**src/rtl/irq_vec_pkg.sv**
```systemverilog
// Shared types and command codes for the vectored interrupt controller.
// Assumes an 8-bit host data bus.
package irq_vec_pkg;
    localparam int DATA_W = 8;

    // Start-up sequence position
    typedef enum logic [1:0] {
        INIT_WAIT_START,
        INIT_WAIT_BASE,
        INIT_WAIT_EXTRA,
        INIT_READY
    } init_state_t;

    // Which set an address-0 status read returns
    typedef enum logic {
        SEL_PEND,
        SEL_SERV
    } stat_sel_t;

    // End-of-service command codes in data bits 7:5
    localparam logic [2:0] CMD_EOS_ANY = 3'b001;
    localparam logic [2:0] CMD_EOS_ONE = 3'b011;
endpackage

```
**src/rtl/irq_req_latch.sv**
```systemverilog
// Request latch bank: captures each line on a rising edge (edge mode) or while
// high (level mode). Clears on grant in edge mode, and at end of service when the
// line is low in level mode. Assumes lines are synchronous to clk.
module irq_req_latch #(
    parameter int N_IRQ = 8
) (
    input  logic             clk,
    input  logic             rst_n,
    input  logic [N_IRQ-1:0] irq,
    input  logic             level_mode,
    input  logic             clear_all,
    input  logic [N_IRQ-1:0] take_mask,
    input  logic [N_IRQ-1:0] eos_mask,
    output logic [N_IRQ-1:0] pend
);
    logic [N_IRQ-1:0] irq_q;
    logic [N_IRQ-1:0] capture;
    logic [N_IRQ-1:0] drop;
    logic [N_IRQ-1:0] pend_d;

    // Previous line sample for edge detection
    always_ff @(posedge clk) begin
        if (!rst_n) irq_q <= '0;
        else        irq_q <= irq;
    end

    // Next pending value: capture wins over drop
    always_comb begin
        capture = level_mode ? irq : (irq & ~irq_q);
        drop    = level_mode ? (eos_mask & ~irq) : take_mask;
        pend_d  = clear_all ? '0 : ((pend & ~drop) | capture);
    end

    // Pending register
    always_ff @(posedge clk) begin
        if (!rst_n) pend <= '0;
        else        pend <= pend_d;
    end

    // Per-line capture and hold checks
    for (genvar i = 0; i < N_IRQ; i++) begin : g_chk
        p_edge_capture_r2: assert property (@(posedge clk) disable iff (!rst_n)
            (!level_mode && irq[i] && !irq_q[i] && !clear_all) |=> pend[i]);
        p_level_hold_r8: assert property (@(posedge clk) disable iff (!rst_n)
            (level_mode && pend[i] && irq[i] && !clear_all) |=> pend[i]);
    end
endmodule

```
**src/rtl/irq_prio_resolve.sv**
```systemverilog
// Fixed-priority resolver, level 0 highest. Finds the best unmasked pending level
// and the best level in service. Grants only when the pending one outranks every
// level in service. Purely combinational.
module irq_prio_resolve #(
    parameter int N_IRQ = 8,
    localparam int LVL_W = $clog2(N_IRQ)
) (
    input  logic [N_IRQ-1:0] pend,
    input  logic [N_IRQ-1:0] mask,
    input  logic [N_IRQ-1:0] serv,
    output logic             grant_valid,
    output logic [LVL_W-1:0] grant_lvl,
    output logic             serv_valid,
    output logic [LVL_W-1:0] serv_lvl
);
    logic [N_IRQ-1:0] live;
    logic             live_any;
    logic [N_IRQ-1:0] upto;

    // Lowest set bit of each set; scanning downward leaves the lowest
    always_comb begin
        live      = pend & ~mask;
        live_any  = 1'b0;
        grant_lvl = '0;
        serv_valid = 1'b0;
        serv_lvl  = '0;
        for (int i = N_IRQ - 1; i >= 0; i--) begin
            if (live[i]) begin
                live_any  = 1'b1;
                grant_lvl = LVL_W'(i);
            end
            if (serv[i]) begin
                serv_valid = 1'b1;
                serv_lvl   = LVL_W'(i);
            end
        end
        grant_valid = live_any && (!serv_valid || (grant_lvl < serv_lvl));
    end

    // Mask of levels at or above the granted one, used by the checks
    always_comb begin
        upto = '0;
        for (int i = 0; i < N_IRQ; i++) upto[i] = (LVL_W'(i) <= grant_lvl);
    end

    // Granted level is a live request and nothing equal or higher is in service
    always_comb begin
        if (grant_valid) begin
            p_grant_live_r3: assert (live[grant_lvl]);
            p_grant_outranks_r3: assert ((serv & upto) == '0);
        end
    end
endmodule

```
**src/rtl/irq_host_port.sv**
```systemverilog
// Host register port decoder: runs the start-up sequence, holds the vector base,
// trigger mode, mask and status select, and issues one-cycle command pulses
// (start, end-of-service, poll). Assumes one write per low strobe cycle.
module irq_host_port
    import irq_vec_pkg::*;
#(
    parameter int N_IRQ = 8,
    localparam int LVL_W = $clog2(N_IRQ),
    localparam int BASE_W = DATA_W - LVL_W
) (
    input  logic              clk,
    input  logic              rst_n,
    input  logic              wr_stb,
    input  logic              a0,
    input  logic [DATA_W-1:0] din,
    output logic              ready,
    output logic              level_mode,
    output logic [BASE_W-1:0] vec_base,
    output logic [N_IRQ-1:0]  mask,
    output stat_sel_t         stat_sel,
    output logic              start_stb,
    output logic              eos_any,
    output logic              eos_one,
    output logic [LVL_W-1:0]  eos_lvl,
    output logic              poll_stb
);
    init_state_t state;
    logic        want_extra;
    logic        is_cmd2;
    logic        is_cmd3;

    // Decode address-0 writes into command pulses
    always_comb begin
        ready     = (state == INIT_READY);
        start_stb = wr_stb && !a0 && din[4];
        is_cmd3   = wr_stb && !a0 && !din[4] && din[3] && ready;
        is_cmd2   = wr_stb && !a0 && !din[4] && !din[3] && ready;
        eos_any   = is_cmd2 && (din[7:5] == CMD_EOS_ANY);
        eos_one   = is_cmd2 && (din[7:5] == CMD_EOS_ONE);
        eos_lvl   = din[LVL_W-1:0];
        poll_stb  = is_cmd3 && din[2];
    end

    // Start-up sequence and programmed registers
    always_ff @(posedge clk) begin
        if (!rst_n) begin
            state      <= INIT_WAIT_START;
            want_extra <= 1'b0;
            level_mode <= 1'b0;
            vec_base   <= '0;
            mask       <= '0;
            stat_sel   <= SEL_PEND;
        end else if (start_stb) begin
            state      <= INIT_WAIT_BASE;
            want_extra <= din[0];
            level_mode <= din[3];
            mask       <= '0;
            stat_sel   <= SEL_PEND;
        end else if (wr_stb && a0) begin
            case (state)
                INIT_WAIT_BASE: begin
                    vec_base <= din[DATA_W-1:LVL_W];
                    state    <= want_extra ? INIT_WAIT_EXTRA : INIT_READY;
                end
                INIT_WAIT_EXTRA: state <= INIT_READY;
                INIT_READY:      mask  <= din[N_IRQ-1:0];
                default:         state <= state;
            endcase
        end else if (is_cmd3 && din[1]) begin
            stat_sel <= din[0] ? SEL_SERV : SEL_PEND;
        end
    end

    p_start_seq_r1: assert property (@(posedge clk) disable iff (!rst_n)
        start_stb |=> (state == INIT_WAIT_BASE && mask == '0));
    p_mask_load_r10: assert property (@(posedge clk) disable iff (!rst_n)
        (ready && wr_stb && a0) |=> (mask == $past(din[N_IRQ-1:0])));
endmodule

```
**src/rtl/irq_vec_ctrl.sv**
```systemverilog
// Vectored priority interrupt controller top. Holds the in-service set, the
// two-pulse acknowledge sequencer and the poll result, and muxes read data.
// Assumes synchronous active-low strobes, one access per low cycle.
module irq_vec_ctrl
    import irq_vec_pkg::*;
#(
    parameter int N_IRQ = 8
) (
    input  logic              clk,
    input  logic              rst_n,
    input  logic              cs_n,
    input  logic              rd_n,
    input  logic              wr_n,
    input  logic              a0,
    input  logic [DATA_W-1:0] din,
    output logic [DATA_W-1:0] dout,
    output logic              dout_oe,
    input  logic [N_IRQ-1:0]  irq,
    input  logic              inta_n,
    output logic              int_o
);
    localparam int LVL_W  = $clog2(N_IRQ);
    localparam int BASE_W = DATA_W - LVL_W;
    localparam int PAD_W  = DATA_W - 1 - LVL_W;

    logic              wr_stb, rd_stb, ack_stb;
    logic              ready, level_mode;
    logic [BASE_W-1:0] vec_base;
    logic [N_IRQ-1:0]  mask, pend, serv;
    stat_sel_t         stat_sel;
    logic              start_stb, eos_any, eos_one, poll_stb;
    logic [LVL_W-1:0]  eos_lvl;
    logic              grant_valid, serv_valid;
    logic [LVL_W-1:0]  grant_lvl, serv_lvl;
    logic              grant_ok, ack_first, ack_second, take;
    logic [N_IRQ-1:0]  set_mask, clr_mask;
    logic              ack_phase, frz_valid, poll_pend;
    logic [LVL_W-1:0]  frz_lvl;
    logic [DATA_W-1:0] poll_word;

    // Strobe qualification
    always_comb begin
        wr_stb  = !cs_n && !wr_n;
        rd_stb  = !cs_n && !rd_n;
        ack_stb = !inta_n;
    end

    irq_host_port #(.N_IRQ(N_IRQ)) u_port (
        .clk(clk), .rst_n(rst_n), .wr_stb(wr_stb), .a0(a0), .din(din),
        .ready(ready), .level_mode(level_mode), .vec_base(vec_base),
        .mask(mask), .stat_sel(stat_sel), .start_stb(start_stb),
        .eos_any(eos_any), .eos_one(eos_one), .eos_lvl(eos_lvl),
        .poll_stb(poll_stb)
    );

    irq_req_latch #(.N_IRQ(N_IRQ)) u_latch (
        .clk(clk), .rst_n(rst_n), .irq(irq), .level_mode(level_mode),
        .clear_all(start_stb), .take_mask(set_mask), .eos_mask(clr_mask),
        .pend(pend)
    );

    irq_prio_resolve #(.N_IRQ(N_IRQ)) u_prio (
        .pend(pend), .mask(mask), .serv(serv),
        .grant_valid(grant_valid), .grant_lvl(grant_lvl),
        .serv_valid(serv_valid), .serv_lvl(serv_lvl)
    );

    // Grant, service set and service clear masks
    always_comb begin
        grant_ok   = ready && grant_valid;
        ack_first  = ack_stb && !ack_phase;
        ack_second = ack_stb && ack_phase;
        take       = (ack_first || poll_stb) && grant_ok;
        set_mask   = take ? (N_IRQ'(1) << grant_lvl) : '0;
        if (eos_any && serv_valid) clr_mask = N_IRQ'(1) << serv_lvl;
        else if (eos_one)          clr_mask = N_IRQ'(1) << eos_lvl;
        else                       clr_mask = '0;
        int_o = grant_ok;
    end

    // In-service register
    always_ff @(posedge clk) begin
        if (!rst_n || start_stb) serv <= '0;
        else                     serv <= (serv & ~clr_mask) | set_mask;
    end

    // Acknowledge sequencer: freeze winner on first pulse, release on second
    always_ff @(posedge clk) begin
        if (!rst_n || start_stb) begin
            ack_phase <= 1'b0;
            frz_valid <= 1'b0;
            frz_lvl   <= '0;
        end else if (ack_first) begin
            ack_phase <= 1'b1;
            frz_valid <= grant_ok;
            frz_lvl   <= grant_lvl;
        end else if (ack_second) begin
            ack_phase <= 1'b0;
            frz_valid <= 1'b0;
        end
    end

    // Poll result held until the next address-0 read
    always_ff @(posedge clk) begin
        if (!rst_n || start_stb) begin
            poll_pend <= 1'b0;
            poll_word <= '0;
        end else if (poll_stb) begin
            poll_pend <= 1'b1;
            poll_word <= grant_ok ? {1'b1, {PAD_W{1'b0}}, grant_lvl} : '0;
        end else if (rd_stb && !a0) begin
            poll_pend <= 1'b0;
        end
    end

    // Output data mux: vector, poll result, status or mask
    always_comb begin
        dout    = '0;
        dout_oe = 1'b0;
        if (ack_second) begin
            dout_oe = frz_valid;
            dout    = frz_valid ? {vec_base, frz_lvl} : '0;
        end else if (rd_stb) begin
            dout_oe = 1'b1;
            if (a0)                       dout = DATA_W'(mask);
            else if (poll_pend)           dout = poll_word;
            else if (stat_sel == SEL_SERV) dout = DATA_W'(serv);
            else                          dout = DATA_W'(pend);
        end
    end

    p_ack_marks_serv_r4: assert property (@(posedge clk) disable iff (!rst_n)
        (ack_first && grant_ok) |=> serv[frz_lvl]);
    p_idle_ack_keeps_serv_r5: assert property (@(posedge clk) disable iff (!rst_n)
        (ack_first && !grant_ok && !wr_stb) |=> (serv == $past(serv)));
    p_eos_any_one_bit_r6: assert property (@(posedge clk) disable iff (!rst_n)
        (eos_any && serv != '0 && !take) |=> ($countones(serv) + 1 == $countones($past(serv))));
    p_eos_one_clears_r7: assert property (@(posedge clk) disable iff (!rst_n)
        (eos_one && !take) |=> !serv[$past(eos_lvl)]);
    p_poll_marks_serv_r9: assert property (@(posedge clk) disable iff (!rst_n)
        (poll_stb && grant_ok && !ack_stb) |=> (poll_word[7] && serv[poll_word[LVL_W-1:0]]));
endmodule

```
**config.mk**
```make
export PLATFORM = sky130hd
export DESIGN_NAME = irq_vec_ctrl
export DESIGN_NICKNAME = d
export VERILOG_FILES = /design/src/rtl/irq_vec_pkg.sv /design/src/rtl/irq_req_latch.sv /design/src/rtl/irq_prio_resolve.sv /design/src/rtl/irq_host_port.sv /design/src/rtl/irq_vec_ctrl.sv
export SDC_FILE = /design/constraint.sdc
export NUM_CORES = 1
export LEC_CHECK = 0
export BUFFER_PORTS_ARGS = -buffer_cell sky130_fd_sc_hd__buf_4
export CORE_MARGIN = 2
export CORE_UTILIZATION = 53
export CTS_BUF_LIST = sky130_fd_sc_hd__clkbuf_16
export DETAILED_ROUTE_END_ITERATION = 8
export HOLD_SLACK_MARGIN = 0.1
export PLACE_DENSITY = 0.84
export RECOVER_POWER = 50
export SLEW_MARGIN = 20
export SYNTH_ARGS = -nofsm -noshare
export SYNTH_HDL_FRONTEND = slang
export SYNTH_HIERARCHICAL = 1
export SYNTH_SLANG_ARGS = --single-unit
```
**constraint.sdc**
```tcl
create_clock -name clk -period 2.8 [get_ports clk]
set_clock_uncertainty 0.05 [all_clocks]
set_input_delay 0.14 -clock clk [delete_from_list [all_inputs] [get_ports clk]]
set_output_delay 0.14 -clock clk [all_outputs]
set_load 0.05 [all_outputs]
```
Word level (Yosys, flattened, before mapping)
Index checks and enable logic that the tools add are counted.

Multiplexer cells: 56. Shift-type cells: 3. Reductions and logical operators: 45. Equality and inequality tests: 5. Bitwise operators: 15. Order comparisons: 1.

Operators by type and width (number): 8-bit two-way mux (12); 3-bit two-way mux (16); 8-bit bitwise AND (5); 8-bit inverter (5); 1-bit two-way mux (27); 1-bit by 3-bit left shift with 8-bit output, first input constant (3); 1-bit logical AND (21); 8-bit OR (2); 1-bit logical NOT (10); 2-bit AND reduction (4); 2-bit nonzero test (4); 2-bit == test, second input constant (2); 2-bit case mux with 2 select lines (1); 3-bit by 1-bit == test with 1-bit output, second input constant (1); 3-bit by 2-bit == test with 1-bit output, second input constant (1); 1-bit logical OR (3); 3-bit less-than comparator (1); 1-bit inverter (3); 3-bit AND reduction (1); 3-bit nonzero test (1); 2-bit by 1-bit == test with 1-bit output, second input constant (1); 2-bit OR reduction (1).

Input bits: 23. Register bits after elaboration: 56. Output and inout port bits: 10.

Longest topological paths before layout
Depth after elaboration: 20. Mapped depth: 15. Depth with buffers taken out: 14.

By module
Netlist, hierarchy kept.

Modules (own cells, without submodules): irq_vec_ctrl (times used 1, cells an instance 151, seq. area each 360.3 um^2, area an instance 1228.7 um^2); irq_host_port (times used 1, cells an instance 78, seq. area each 360.3 um^2, area an instance 815.8 um^2); irq_req_latch (times used 1, cells an instance 75, seq. area each 320.3 um^2, area an instance 684.4 um^2); irq_prio_resolve (times used 1, cells an instance 46, seq. area each 0.0 um^2, area an instance 311.5 um^2).

Least setup slack after synthesis
OpenSTA, ideal clock, no wires.

Path type: reg-to-reg. Start: reg u_latch.pend[0]. End: reg u_latch.pend[1]. Setup slack: -0.119 ns. Data required time: 2.630 ns. Cell stages (with the launch flop): 16. Arrival time: 2.749 ns. Period minus slack after synthesis: 2.919 ns. Setup time: 0.120 ns. Cells stage by stage: dfxtp_1 -> nor2b_4 -> nand2b_1 -> nor3_1 -> nor2b_1 -> ha_1 -> a21oi_1 -> nand3b_1 -> a32oi_1 -> and2_1 -> buf_2 -> nand3b_4 -> nor2_1 -> nor2_4 -> a21oi_2 -> a21oi_2.

Cells in the longest elaborated chain, start to end: 12. Elaborated cells between the ends (all ways): 14. Those cells by class: order compare: 1; shift: 1; mux: 4; bitwise: 4; reduce/logical: 4.

RTL lines: start, declared (RTL line irq_req_latch.sv:14) `output logic [N_IRQ-1:0] pend`; start signal, assigned (RTL line irq_req_latch.sv:37) `else pend <= pend_d;`; 8-bit bitwise AND (RTL line irq_prio_resolve.sv:22) `live = pend & ~mask;`; 3-bit two-way mux (RTL line irq_prio_resolve.sv:28) `if (live[i]) begin`; via grant_lvl[2] (RTL line irq_vec_ctrl.sv:34) `logic [LVL_W-1:0] grant_lvl, serv_lvl;`; 3-bit less-than comparator (RTL line irq_prio_resolve.sv:37) `grant_valid = live_any && (!serv_valid || (grant_lvl < serv_lvl));`; 1-bit logical OR (RTL line irq_prio_resolve.sv:37); 1-bit logical AND (RTL line irq_prio_resolve.sv:37); via grant_valid (RTL line irq_vec_ctrl.sv:33) `logic grant_valid, serv_valid;`; 1-bit logical AND (RTL line irq_vec_ctrl.sv:70) `grant_ok = ready && grant_valid;`; via int_o (RTL line irq_vec_ctrl.sv:20) `output logic int_o`; 1-bit logical AND (RTL line irq_vec_ctrl.sv:73) `take = (ack_first || poll_stb) && grant_ok;`; 8-bit two-way mux (RTL line irq_vec_ctrl.sv:74) `set_mask = take ? (N_IRQ'(1) << grant_lvl) : '0;`; via set_mask[1] (RTL line irq_vec_ctrl.sv:36) `logic [N_IRQ-1:0] set_mask, clr_mask;`; 8-bit two-way mux (RTL line irq_req_latch.sv:30) `drop = level_mode ? (eos_mask & ~irq) : take_mask;`; 8-bit inverter (RTL line irq_req_latch.sv:31) `pend_d = clear_all ? '0 : ((pend & ~drop) | capture);`; 8-bit bitwise AND (RTL line irq_req_latch.sv:31); 8-bit OR (RTL line irq_req_latch.sv:31).

The timed path passes the listed nets, and every way through them passes these cells. A chain may end at the register's enable or synchronous reset.

Worst setup path in the final report
Start: reg serv[6]. End: out int_o.

Cells in the longest elaborated chain, start to end: 11. Elaborated cells between the ends (all ways): 19. Those cells by class: order compare: 1; mux: 14; reduce/logical: 4.

RTL lines: start, declared (RTL line irq_vec_ctrl.sv:29) `logic [N_IRQ-1:0] mask, pend, serv;`; start signal, assigned (RTL line irq_vec_ctrl.sv:84) `else serv <= (serv & ~clr_mask) | set_mask;`; 3-bit two-way mux or 1-bit two-way mux (tied branches) (7 in series) (RTL line irq_prio_resolve.sv:32) `if (serv[i]) begin`; 3-bit less-than comparator or 1-bit logical NOT (tied branches) (RTL line irq_prio_resolve.sv:37); 1-bit logical OR (*) (RTL line irq_prio_resolve.sv:37); 1-bit logical AND (*) (RTL line irq_prio_resolve.sv:37); via grant_valid (RTL line irq_vec_ctrl.sv:33); 1-bit logical AND (*) (RTL line irq_vec_ctrl.sv:70); end, declared (RTL line irq_vec_ctrl.sv:20).

The timed path passes the listed nets; every way through them passes the cells marked *.

==> results.ini <==
[grt]
track_usage = 0.251
grt_pass1_vias = 2629
grt_pass1_wl_um = 12400
grt_max_degree = 23
antenna_found_initial = 0
overflow = 0

[cells_and_area]
layout_commonest_cell = dfxtp_1
final_cell_mix = 51 x dfxtp_1, 41 x buf_4, 32 x nand2_1
antenna_cells = 0
instances_no_fill = 479
fin_util = 0.682
drive_gt1_frac = 0.229
area_delta_synth_final_pct = 24.3
nNetsFinal = 434

[critical_path]
path_class = register to output pin
r2r_start = serv[6]$_SDFF_PP0_
rr_worst_depth = 12
critPathLaunchType = register
path_max_fanout = 5
worst_ep_arrival_time_ns = 2.58
regToRegEndpoint = u_latch/pend[2]$_SDFF_PP0_
required_ns = 2.61
rrSetupSlack_ns = 0.07
critPathCaptureType = output pin

[synth]
synth_edf_count = 0
syn_avg_cell_area_um2 = 8.69
ys_ff_latch = 52
syn_area_um2 = 3040
async_flop_share = 0
ys_warn_count = 6
synth_nets = 378
synth_cells = 350
synthFlopType = dfxtp_1
ys_seq_area_frac = 0.342
synth.distinct_cells = 58

[min_path]
min_delay_worst_endpoint = u_port/mask[3]$_SDFFE_PP0P_
hp-class = input port to register
holdCritStartpoint = din[3]
hold_depth = 3

[timing]
tns_ns = 0
fin_crit_ns = 2.77
final_hold_viol_count = 0
drv_slew = 0
setup_violations = 0
fin_crit_sh = 0.990
slew_headroom = 0.487
setup_ws_ns = 0.0287
clock.fmax_ghz = 0.361
worstMarginPinSlew_ns = 0.770

[status]
status = finished, final reports clean

[drt]
wirelength_um = 8030
drc = 0
dr.pass1.iters = 5
drt_iter0_markers = 326
ant_nets = 0
routedWlPerCell_um = 16.8
route.vias.total = 2921
viasPerCell = 6.10

[floorplan]
initial_core_util = 0.549
core_area_um2 = 5540
die_x_um = 79.7
rows = 27
die_area_um2 = 6360
die_h_um = 79.7
io_pins = 33

[cts]
numClockSinks = 52
clock_path_buffers = 2
insertion_delay_ns = 0.29
cts-root-buf = clkbuf_16
path_clk_slew_ns = 0.07
cts_tree = yes
cts_buffers = 5
h-tree-depth = 2

[power_and_ir_drop]
leakagePower_nw = 1.60
power_density_nw_per_um2 = 469
irDropWorstVdd_mv = 0.252

[placed_design]
hpwlAfterDp_um = 5680
preCtsSetupSlack_ns = -0.0736
place.gp.congestion = 0.990
port_buffers = 32
placed_cells = 453

[run]
drv_cap = 0

## through the flow
| step | area (µm²) | power (mW) | hold slack [ns] |
|---|---|---|---|
| 2_1_floorplan | 3050 | 0.956 | 0.212 |
| 3_3_place_gp | 3380 | 1.04 | 0.308 |
| 3_5_place_dp | 3380 | 1.05 | 0.311 |
| 4_1_cts | 3720 | 1.75 | 0.115 |
| 5_1_grt | 3780 | 1.82 | 0.131 |
| 6_report | 3780 | 1.77 | 0.118 |
## cell type report
class / count / area [µm²]
clock inverter: 3 / 42.5
tap: 72 / 90.1
multi-input combinational: 271 / 1920
timing repair buffer: 66 / 522
clock buffer: 5 / 125
fill: 428 / 1760
sequential: 52 / 1040
inverter: 10 / 37.5
## registers in the layout (all words and copies together) (netlist names)
signal	cells
frz_valid	1
u_latch/pend	8
u_port/state	2
u_port/want_extra	1
poll_word	4
u_port/vec_base	5
u_latch/irq_q	8
ack_phase	1
u_port/level_mode	1
u_port/stat_sel	1
poll_pend	1
u_port/mask	8
serv	8
frz_lvl	3
## where the power goes
group	internal, mW	switching, mW	total (mW)
logic	0.134	0.166	0.299
clock network	0.420	0.271	0.692
registers	0.761	0.0209	0.782
## routing by layer
metal	share of wire	wire [µm]	global-route usage
met5	0	0	0
met4	0.033	268	0.100
met3	0.074	598	0.0498
met2	0.49	3920	0.432
met1	0.40	3250	0.307
## cell usage after synthesis, types with 2 or more instances
library cell,n,area [µm²]
nor3_1,4,20.0
nor2b_1,25,156
buf_4,5,37.5
nand2_1,31,116
nand2b_1,14,87.6
nor2b_4,3,41.3
nand3_2,2,20.0
o22ai_1,5,31.3
or2_1,2,12.5
o32ai_1,10,87.6
nand2_2,2,12.5
inv_1,10,37.5
and2_1,9,56.3
nor3b_1,2,15.0
nand3_1,7,35.0
mux2i_1,31,310
nand3b_1,5,37.5
nor2_1,33,124
o21ai_0,14,70.1
a32o_1,4,40.0
buf_6,2,22.5
and3_1,2,12.5
buf_1,2,7.51
a22o_1,4,35.0
nor4_1,3,18.8
o21ai_1,3,15.0
nor2_4,2,22.5
ha_1,5,62.6
a21oi_1,21,105
dfxtp_1,52,1040
buf_2,5,25.0
clkbuf_1,2,7.51
a21oi_2,4,35.0
## worst max-delay path by stage
stage / startpoint / slack, ns / end
floorplan: u_latch/pend[0]$_SDFF_PP0_ / 0.04 / u_latch/pend[1]$_SDFF_PP0_
global placement: serv[3]$_SDFF_PP0_ / 0.11 / u_latch/pend[1]$_SDFF_PP0_
detailed placement: u_port/mask[0]$_SDFFE_PP0P_ / -0.07 / u_latch/pend[2]$_SDFF_PP0_
CTS: u_latch/pend[0]$_SDFF_PP0_ / 0.003 / u_latch/pend[2]$_SDFF_PP0_
global route: serv[6]$_SDFF_PP0_ / -0.09 / int_o
finish: serv[6]$_SDFF_PP0_ / 0.03 / int_o
## logic make-up (layout without fill, tap and decap cells)
family,Yosys count,count (layout),synth area share
simple gates,157,157,0.300
compound gates,78,78,0.185
flops,52,52,0.342
mux,31,31,0.102
buf+inv,27,84,0.0502
fa+ha+maj,5,5,0.0206
## repair_timing
item | 4_1_cts | 5_1_grt
gates resized for setup | 7 | 14
endpoints found under the hold margin | 18 | 0
setup buffers | 0 | 3
endpoints found under the setup margin | 9 | 13
hold buffers | 15 | 0
gates cloned | 0 | 0
pin swaps | 0 | 8
## critical path: stages, from the launching register on
cell and delay (ns):
dfxtp_1 0.38, nor4_1 0.41, nand2b_1 0.21, ha_1 0.26
a21oi_2 0.17, nand3b_1 0.11, a32oi_2 0.26, and2_4 0.19
buf_4 0.15, buf_8 0.15
No activity file was read; power rests on OpenSTA's default activity.
